==> config.mk <==
export PLATFORM = sky130hd
export DESIGN_NAME = bsr_bitslip_rx
export DESIGN_NICKNAME = d
export VERILOG_FILES = /design/src/rtl/bsr_pkg.sv /design/src/rtl/bsr_req_edge.sv /design/src/rtl/bsr_off_ctr.sv /design/src/rtl/bsr_word_sel.sv /design/src/rtl/bsr_bitslip_rx.sv
export SDC_FILE = /design/constraint.sdc
export NUM_CORES = 1
export LEC_CHECK = 0
export ABC_AREA = 1
export BUFFER_PORTS_ARGS = -buffer_cell sky130_fd_sc_hd__buf_2
export CAP_MARGIN = 10
export CELL_PAD_IN_SITES_DETAIL_PLACEMENT = 1
export CELL_PAD_IN_SITES_GLOBAL_PLACEMENT = 1
export CORE_ASPECT_RATIO = 1.2
export CORE_UTILIZATION = 45
export CTS_BUF_LIST = sky130_fd_sc_hd__clkbuf_8
export DETAILED_ROUTE_END_ITERATION = 7
export PLACE_DENSITY_LB_ADDON = 0.15
export SYNTH_ARGS = -nofsm -noshare
export SYNTH_HDL_FRONTEND = slang
export SYNTH_SLANG_ARGS = --single-unit
==> constraint.sdc <==
create_clock -name clk -period 3.6 [get_ports clk]
set_input_delay 0.36 -clock clk [delete_from_list [all_inputs] [get_ports clk]]
set_output_delay 0.36 -clock clk [all_outputs]
set_load 0.01 [all_outputs]
==> src/rtl/bsr_pkg.sv <==
package bsr_pkg;

   typedef enum logic [1:0] {
      BSR_MODE_WORD = 2'b00,
      BSR_MODE_DDR  = 2'b01,
      BSR_MODE_SDR  = 2'b10,
      BSR_MODE_SDR1 = 2'b11
   } bsr_mode_e;

   function automatic logic bsr_is_word(input logic [1:0] m);
      return m == BSR_MODE_WORD;
   endfunction

   function automatic logic bsr_is_ddr(input logic [1:0] m);
      return m == BSR_MODE_DDR;
   endfunction

endpackage

==> src/rtl/bsr_req_edge.sv <==
module bsr_req_edge (
   input  logic clk,
   input  logic rst,
   input  logic en,
   input  logic req,
   output logic rise
);
   logic req_q;

   always_ff @(posedge clk) begin
      if (rst) req_q <= 1'b0;
      else     req_q <= req;
   end

   // level history tracked in every mode so a mode switch never fakes an edge
   assign rise = en & req & ~req_q;
endmodule

==> src/rtl/bsr_off_ctr.sv <==
module bsr_off_ctr #(
   parameter int WORD_W = 10,
   parameter int OFF_W  = 4
) (
   input  logic             clk,
   input  logic             rst,
   input  logic             step,
   output logic [OFF_W-1:0] off
);
   localparam logic [OFF_W-1:0] LAST = OFF_W'(WORD_W - 1);

   always_ff @(posedge clk) begin
      if (rst)       off <= '0;
      else if (step) off <= (off == LAST) ? '0 : off + 1'b1;
   end
endmodule

==> src/rtl/bsr_word_sel.sv <==
module bsr_word_sel
   import bsr_pkg::*;
#(
   parameter int WORD_W = 10,
   parameter int OFF_W  = 4
) (
   input  logic [WORD_W-1:0] prev_w,
   input  logic [WORD_W-1:0] cur_w,
   input  logic [OFF_W-1:0]  off,
   input  logic [1:0]        mode,
   output logic [WORD_W-1:0] word
);
   localparam int CAT_W = 2 * WORD_W;

   logic [CAT_W-1:0]  cat;
   logic [WORD_W-1:0] shifted;
   logic [WORD_W-1:0] bypassed;

   assign cat = {prev_w, cur_w};

   for (genvar gi = 0; gi < WORD_W; gi++) begin : g_bit
      logic bit_s;
      always_comb begin
         bit_s = cur_w[gi];
         for (int k = 0; k < WORD_W; k++) begin
            if (off == OFF_W'(k)) bit_s = cat[gi + k];
         end
      end
      assign shifted[gi] = bit_s;

      if (gi == 0) begin : g_b0
         assign bypassed[gi] = cur_w[0];
      end else if (gi == 1) begin : g_b1
         assign bypassed[gi] = bsr_is_ddr(mode) & cur_w[1];
      end else begin : g_bz
         assign bypassed[gi] = 1'b0;
      end
   end

   assign word = bsr_is_word(mode) ? shifted : bypassed;
endmodule

==> src/rtl/bsr_bitslip_rx.sv <==
module bsr_bitslip_rx
   import bsr_pkg::*;
#(
   parameter int WORD_W     = 10,
   parameter int SETTLE_CYC = 2
) (
   input  logic                        clk,
   input  logic                        rst,
   input  logic [1:0]                  mode,
   input  logic                        align_req,
   input  logic [WORD_W-1:0]           in_word,
   input  logic                        in_vld,
   output logic [WORD_W-1:0]           out_word,
   output logic                        out_vld,
   output logic [$clog2(WORD_W)-1:0]   slip_off
);
   localparam int OFF_W  = $clog2(WORD_W);
   localparam int HOLD_W = (SETTLE_CYC > 1) ? $clog2(SETTLE_CYC) : 1;

   if (WORD_W < 3 || WORD_W > 10) begin : g_bad_width
      $error("bsr_bitslip_rx: WORD_W must lie in 3..10");
   end
   if (SETTLE_CYC < 1) begin : g_bad_settle
      $error("bsr_bitslip_rx: SETTLE_CYC must be at least 1");
   end

   logic              word_mode;
   logic              rise;
   logic [OFF_W-1:0]  off;
   logic [WORD_W-1:0] prev_w, cur_w, sel_w;
   logic              cur_v;
   logic              settling;

   assign word_mode = bsr_is_word(mode);

   bsr_req_edge u_edge (
      .clk  (clk),
      .rst  (rst),
      .en   (word_mode),
      .req  (align_req),
      .rise (rise)
   );

   bsr_off_ctr #(.WORD_W(WORD_W), .OFF_W(OFF_W)) u_ctr (
      .clk  (clk),
      .rst  (rst),
      .step (rise),
      .off  (off)
   );

   always_ff @(posedge clk) begin
      if (rst) begin
         prev_w <= '0;
         cur_w  <= '0;
         cur_v  <= 1'b0;
      end else begin
         cur_v <= in_vld;
         if (in_vld) begin
            prev_w <= cur_w;
            cur_w  <= in_word;
         end
      end
   end

   if (SETTLE_CYC > 1) begin : g_hold
      logic [HOLD_W-1:0] hold_q;
      always_ff @(posedge clk) begin
         if (rst)                hold_q <= '0;
         else if (rise)          hold_q <= HOLD_W'(SETTLE_CYC - 1);
         else if (hold_q != '0)  hold_q <= hold_q - 1'b1;
      end
      assign settling = rise | (hold_q != '0);
   end else begin : g_nohold
      assign settling = rise;
   end

   bsr_word_sel #(.WORD_W(WORD_W), .OFF_W(OFF_W)) u_sel (
      .prev_w (prev_w),
      .cur_w  (cur_w),
      .off    (off),
      .mode   (mode),
      .word   (sel_w)
   );

   always_ff @(posedge clk) begin
      if (rst) begin
         out_word <= '0;
         out_vld  <= 1'b0;
      end else begin
         out_word <= sel_w;
         out_vld  <= cur_v & (~word_mode | ~settling);
      end
   end

   assign slip_off = off;
endmodule

After elaboration in Yosys (flattened, before gate mapping)
Cells that the tools add are included.
W data, S select, Z words.
{"block": "op_classes", "add_sub_neg": 2, "eq_ne": 10, "n_mux": 94, "bitwise": 9, "n_reduce_logical": 2}
{"operator": "$mux W1", "count": 92}
{"operator": "$eq A4 B3 Y1 const B", "count": 4}
{"operator": "$eq A4 B2 Y1 const B", "count": 2}
{"operator": "$eq A4 B4 Y1 const B", "count": 2}
{"operator": "$add A4 B1 Y4 const B", "count": 1}
{"operator": "$and A1 B1 Y1", "count": 4}
{"operator": "$eq A4 B1 Y1 const B", "count": 1}
{"operator": "$mux W4", "count": 1}
{"operator": "$not A1 Y1", "count": 3}
{"operator": "$eq A2 B1 Y1 const B", "count": 1}
{"operator": "$logic_not A2 Y1", "count": 1}
{"operator": "$mux W2", "count": 1}
{"operator": "$or A1 B1 Y1", "count": 2}
{"operator": "$reduce_or A2 Y1", "count": 1}
{"operator": "$sub A1 B1 Y1 const B", "count": 1}
{"block": "word_totals", "register_bits": 37, "output_inout_bits": 15}

Logic depth before layout (Yosys ltp)
{"block": "logic_depth", "ltp_word": 11, "depth_mapped": 17, "depth_no_buf": 17}

Cells and area by module
Synthesis repeated with hierarchy kept, for this count alone.
{"block": "hier_totals", "hier_cells": 422, "area_unflattened_um2": 2526.2}
{"module": "bsr_word_sel", "instances": 1, "cells_per_inst": 261, "area_each_um2": 1231.2, "seq_area_each_um2": 0.0}
{"module": "bsr_bitslip_rx", "instances": 1, "cells_per_inst": 130, "area_each_um2": 1076.0, "seq_area_each_um2": 660.6}
{"module": "bsr_off_ctr", "instances": 1, "cells_per_inst": 26, "area_each_um2": 181.4, "seq_area_each_um2": 80.1}
{"module": "bsr_req_edge", "instances": 1, "cells_per_inst": 5, "area_each_um2": 37.5, "seq_area_each_um2": 20.0}

Worst setup path after synthesis
No wires, ideal clock.
{"block": "synth_timing", "path_kind": "register to register", "start": "register u_ctr.off[0]", "end": "register out_word[1]", "setup_time_ns": 0.127, "arrival_ns": 1.560, "required_ns": 3.473, "setup_slack_ns": 1.913, "stages_incl_launch_ff": 16, "n_path_buf": 0, "cell_sequence": "dfxtp_1 inv_2 nor2_4 inv_1 nor2_4 inv_1 o21ai_0 inv_1 nand2_1 nand2_1 nand2_1 nand2_1 nand2_1 nand2_1 nand2_1 a21oi_2"}
{"block": "synth_between", "elab_chain_cells": 11, "word_cells_on_any_way": 19, "cone_classes": "eq/ne (9); mux (10)"}
{"element": "start: declaration", "line_no": "bsr_off_ctr.sv:8", "source": "output logic [OFF_W-1:0] off"}
{"element": "start signal: assignment", "line_no": "bsr_off_ctr.sv:14", "source": "else if (step) off <= (off == LAST) ? '0 : off + 1'b1;"}
{"element": "$eq A4 B1 Y1", "line_no": "bsr_word_sel.sv:26", "source": "if (off == OFF_W'(k)) bit_s = cat[gi + k];"}
{"element": "$mux W1 (8 in a row)", "line_no": "bsr_word_sel.sv:26"}
{"element": "$mux W1 (*)", "line_no": "bsr_word_sel.sv:26"}
{"element": "$mux W2 (*)", "line_no": "bsr_word_sel.sv:40", "source": "assign word = bsr_is_word(mode) ? shifted : bypassed;"}
{"element": "end signal: assignment", "line_no": "bsr_bitslip_rx.sv:90", "source": "out_word <= sel_w;"}
{"element": "end: declaration", "line_no": "bsr_bitslip_rx.sv:13", "source": "output logic [WORD_W-1:0] out_word,"}
Mark *: on every way between the ends. The rest lies on a longest branch, timed or not.
A chain may end at the register's enable or synchronous reset.

Worst setup path in the final report
{"block": "layout_timing", "start": "register u_ctr.off[2]", "end": "register out_word[7]"}
{"block": "layout_between", "elab_chain_cells": 10, "word_cells_on_any_way": 18, "cone_classes": "eq/ne (9); mux (9)"}
{"element": "$eq A4 B1 Y1", "line_no": "bsr_word_sel.sv:26"}
{"element": "$mux W1 (8 in a row)", "line_no": "bsr_word_sel.sv:26"}
{"element": "$mux W1 (*)", "line_no": "bsr_word_sel.sv:26"}
Marked as above.

==> run metrics <==
total track usage 29.9%; Pwr Density 416 nW/um2; vias in the first global route 2,451; Worst Hold Class in -> reg; Final ANT Viol Nets 0; Max FO, Critical Path 12; Die Area 5340 um2; Root Driver clkbuf_8; # nets final 385; core area 4730 um2; H-tree lvl count 2; CTS resizes 0; CP top delay family simple AND/OR/NAND/NOR gates; final period utilization 63.2%; clock skew 8.13 ps; Arr. time, crit path 2480 ps; CP Class reg -> reg; Final Setup Violations 0; total grt overflow 0; status finished clean; maxcap violations 0; Synthesized Nets 367; io pins 31; Crit path largest cell delay 610 ps; Req. time, crit path 3800 ps; number of antenna diodes 0; drc violations 0; Critical Path Start u_ctr.off[2]$_SDFFE_PP0P_; RSZ-0062 raised after global routing false; post-synth cell types 32; postcts setup bufs 0; antenna violations before repair 0; R2R setup slack 1330 ps; post-DP HPWL 4960 um; Via-to-Cell Ratio 5.72; synthesized area per cell 6.47 um2; Syn. warnings 0; Worst-Margin Slew 790 ps; CP max stage cell nor2_1; share of post-route cells with drive strength above 1 16.8%; WP buf/inv 4; Final Instance Area 2510 um2; Crit. End Element register; leading cell type in the layout, fill and taps excluded nand2_1; final setup margin 1330 ps; Detailed Route WL 7020 um; register area share after synthesis 32.6%; Final Hold Viols 0; Final Critical Period 2270 ps; vias 2,448; row count 27; fill count 683; Skew-Pair Late Insertion Delay 300 ps; pre-CTS WS 1380 ps; CTS clk-pin slew, worst paths 80 ps; mapped cell area 2270 um2; global placement routability congestion 0.945; Post-CTS Hold Buffers 0; Max clock buf depth 2; Synth Register Bits 37; first-pass GRT wire length 11,900 um; worst rel slew slack 47.1%; Max IR drop VDD 0.324 mV; sum of negative setup slack 0 ps; DR WL/cell 16.4 um; CTS tree built; Lkg Pwr 1.12 nW; reg-to-reg startpoint u_ctr.off[2]$_SDFFE_PP0P_; clock sinks 37; placement-stage cell area 2370 um2; Syn Inst Count 351; largest net degree at the start of global routing 24; Hold Path Origin align_req; CP startpoint kind register; Area Overhead vs Synth 10.4%; CTS buffer count 5; buffers added on ports 30; Initial Utilization 48.0%; DRT iter0 DRCs 172; Pins Over Slew Limit 0; crit path cell chain inv_1, nor2_2, inv_2, nor2_1, inv_2, or2_2, nand3_1, nand3_1, nand2_1, inv_1; die height 79.8 um; FMAX 0.440 GHz; commonest non-fill, non-tap cells in the layout nand2_1, o21ai_0, a21oi_1; total iterations of the first detailed-routing run 4; Die W 66.9 um
-- final cells by class --
cell class	count	area, um2	share of cell area (%)
Tap cell	58	72.6	2.89
Sequential cell	37	741	29.5
Timing Repair Buffer	30	150	5.99
Multi-Input combinational cell	253	1250	49.8
Clock buffer	5	68.8	2.74
Clock inverter	3	68.8	2.74
Inverter	42	158	6.28
-- through the flow --
stage | power, mW | std cells | util [%] | hold WS (ps)
global placement | 0.600 | 420 | 50.1 | 393
finish | 1.04 | 428 | 53.0 | 279
CTS | 1.05 | 428 | 53.0 | 283
floorplan | 0.557 | 351 | - | 381
detailed placement | 0.604 | 420 | 50.1 | 394
global route | 1.09 | 428 | 53.0 | 303
-- power by group --
group          switching (mW)  total (mW)  internal [mW]
Clock                   0.166       0.445          0.279
Sequential             0.0298       0.460          0.430
Combinational          0.0888       0.138         0.0491
Total                   0.285        1.04          0.758
-- cell families after synthesis --
group,Yosys count,share of synthesized area [%]
flops,37,32.6
buf+inv,61,12.4
simple gates,127,25.4
compound gates,126,29.6
-- worst paths after layout --
path,depth (start not counted),endpoint
max,10,out_word[7]$_SDFF_PP0_
min,3,u_edge.req_q$_SDFF_PP0_
max reg2reg,10,out_word[7]$_SDFF_PP0_
min reg2reg,1,out_vld$_SDFF_PP0_
-- synth_stat cells --
library cell / instances / share of area (%)
nand2_1: 65 / 11
o21ai_0: 54 / 12
a21oi_1: 43 / 9.5
dfxtp_1: 37 / 33
inv_1: 34 / 5.6
nor2_1: 23 / 3.8
nand3_1: 22 / 4.8
o21ai_1: 15 / 3.3
clkbuf_1: 7 / 1.2
inv_2: 7 / 1.2
o211ai_1: 5 / 1.7
a21oi_2: 4 / 1.5
buf_2: 4 / 0.88
buf_6: 4 / 2.0
nand2_2: 3 / 0.83
nor2_4: 3 / 1.5
a31oi_1: 2 / 0.55
buf_4: 2 / 0.66
nor2_2: 2 / 0.55
nor3_1: 2 / 0.44
or2_2: 2 / 0.55
buf_1: 1 / 0.17
clkbuf_8: 1 / 0.61
clkinv_1: 1 / 0.17
nand2_4: 1 / 0.50
nand3_4: 1 / 0.77
nand3b_1: 1 / 0.33
nor3b_1: 1 / 0.33
o221a_2: 1 / 0.50
o221ai_1: 1 / 0.39
o22ai_1: 1 / 0.28
or2_0: 1 / 0.28
-- worst min-delay path: stages --
cell and delay [ps]:
buf_2 80, inv_1 40, nor2_1 70
-- sequential cells by signal (all words and copies together) (netlist names) --
name / count
out_word: 10
cur_v: 1
prev_w: 9
cur_w: 10
u_edge.req_q: 1
g_hold.hold_q: 1
u_ctr.off: 4
out_vld: 1
-- routing by layer --
layer | wire (um) | track usage [%] | part of all wire (%)
met1 | 3100 | 37.0 | 44
met2 | 3490 | 49.9 | 50
met3 | 260 | 4.29 | 3.7
met4 | 170 | 14.5 | 2.4
met5 | 0 | 0 | 0
(Power assumes the default switching activity.)
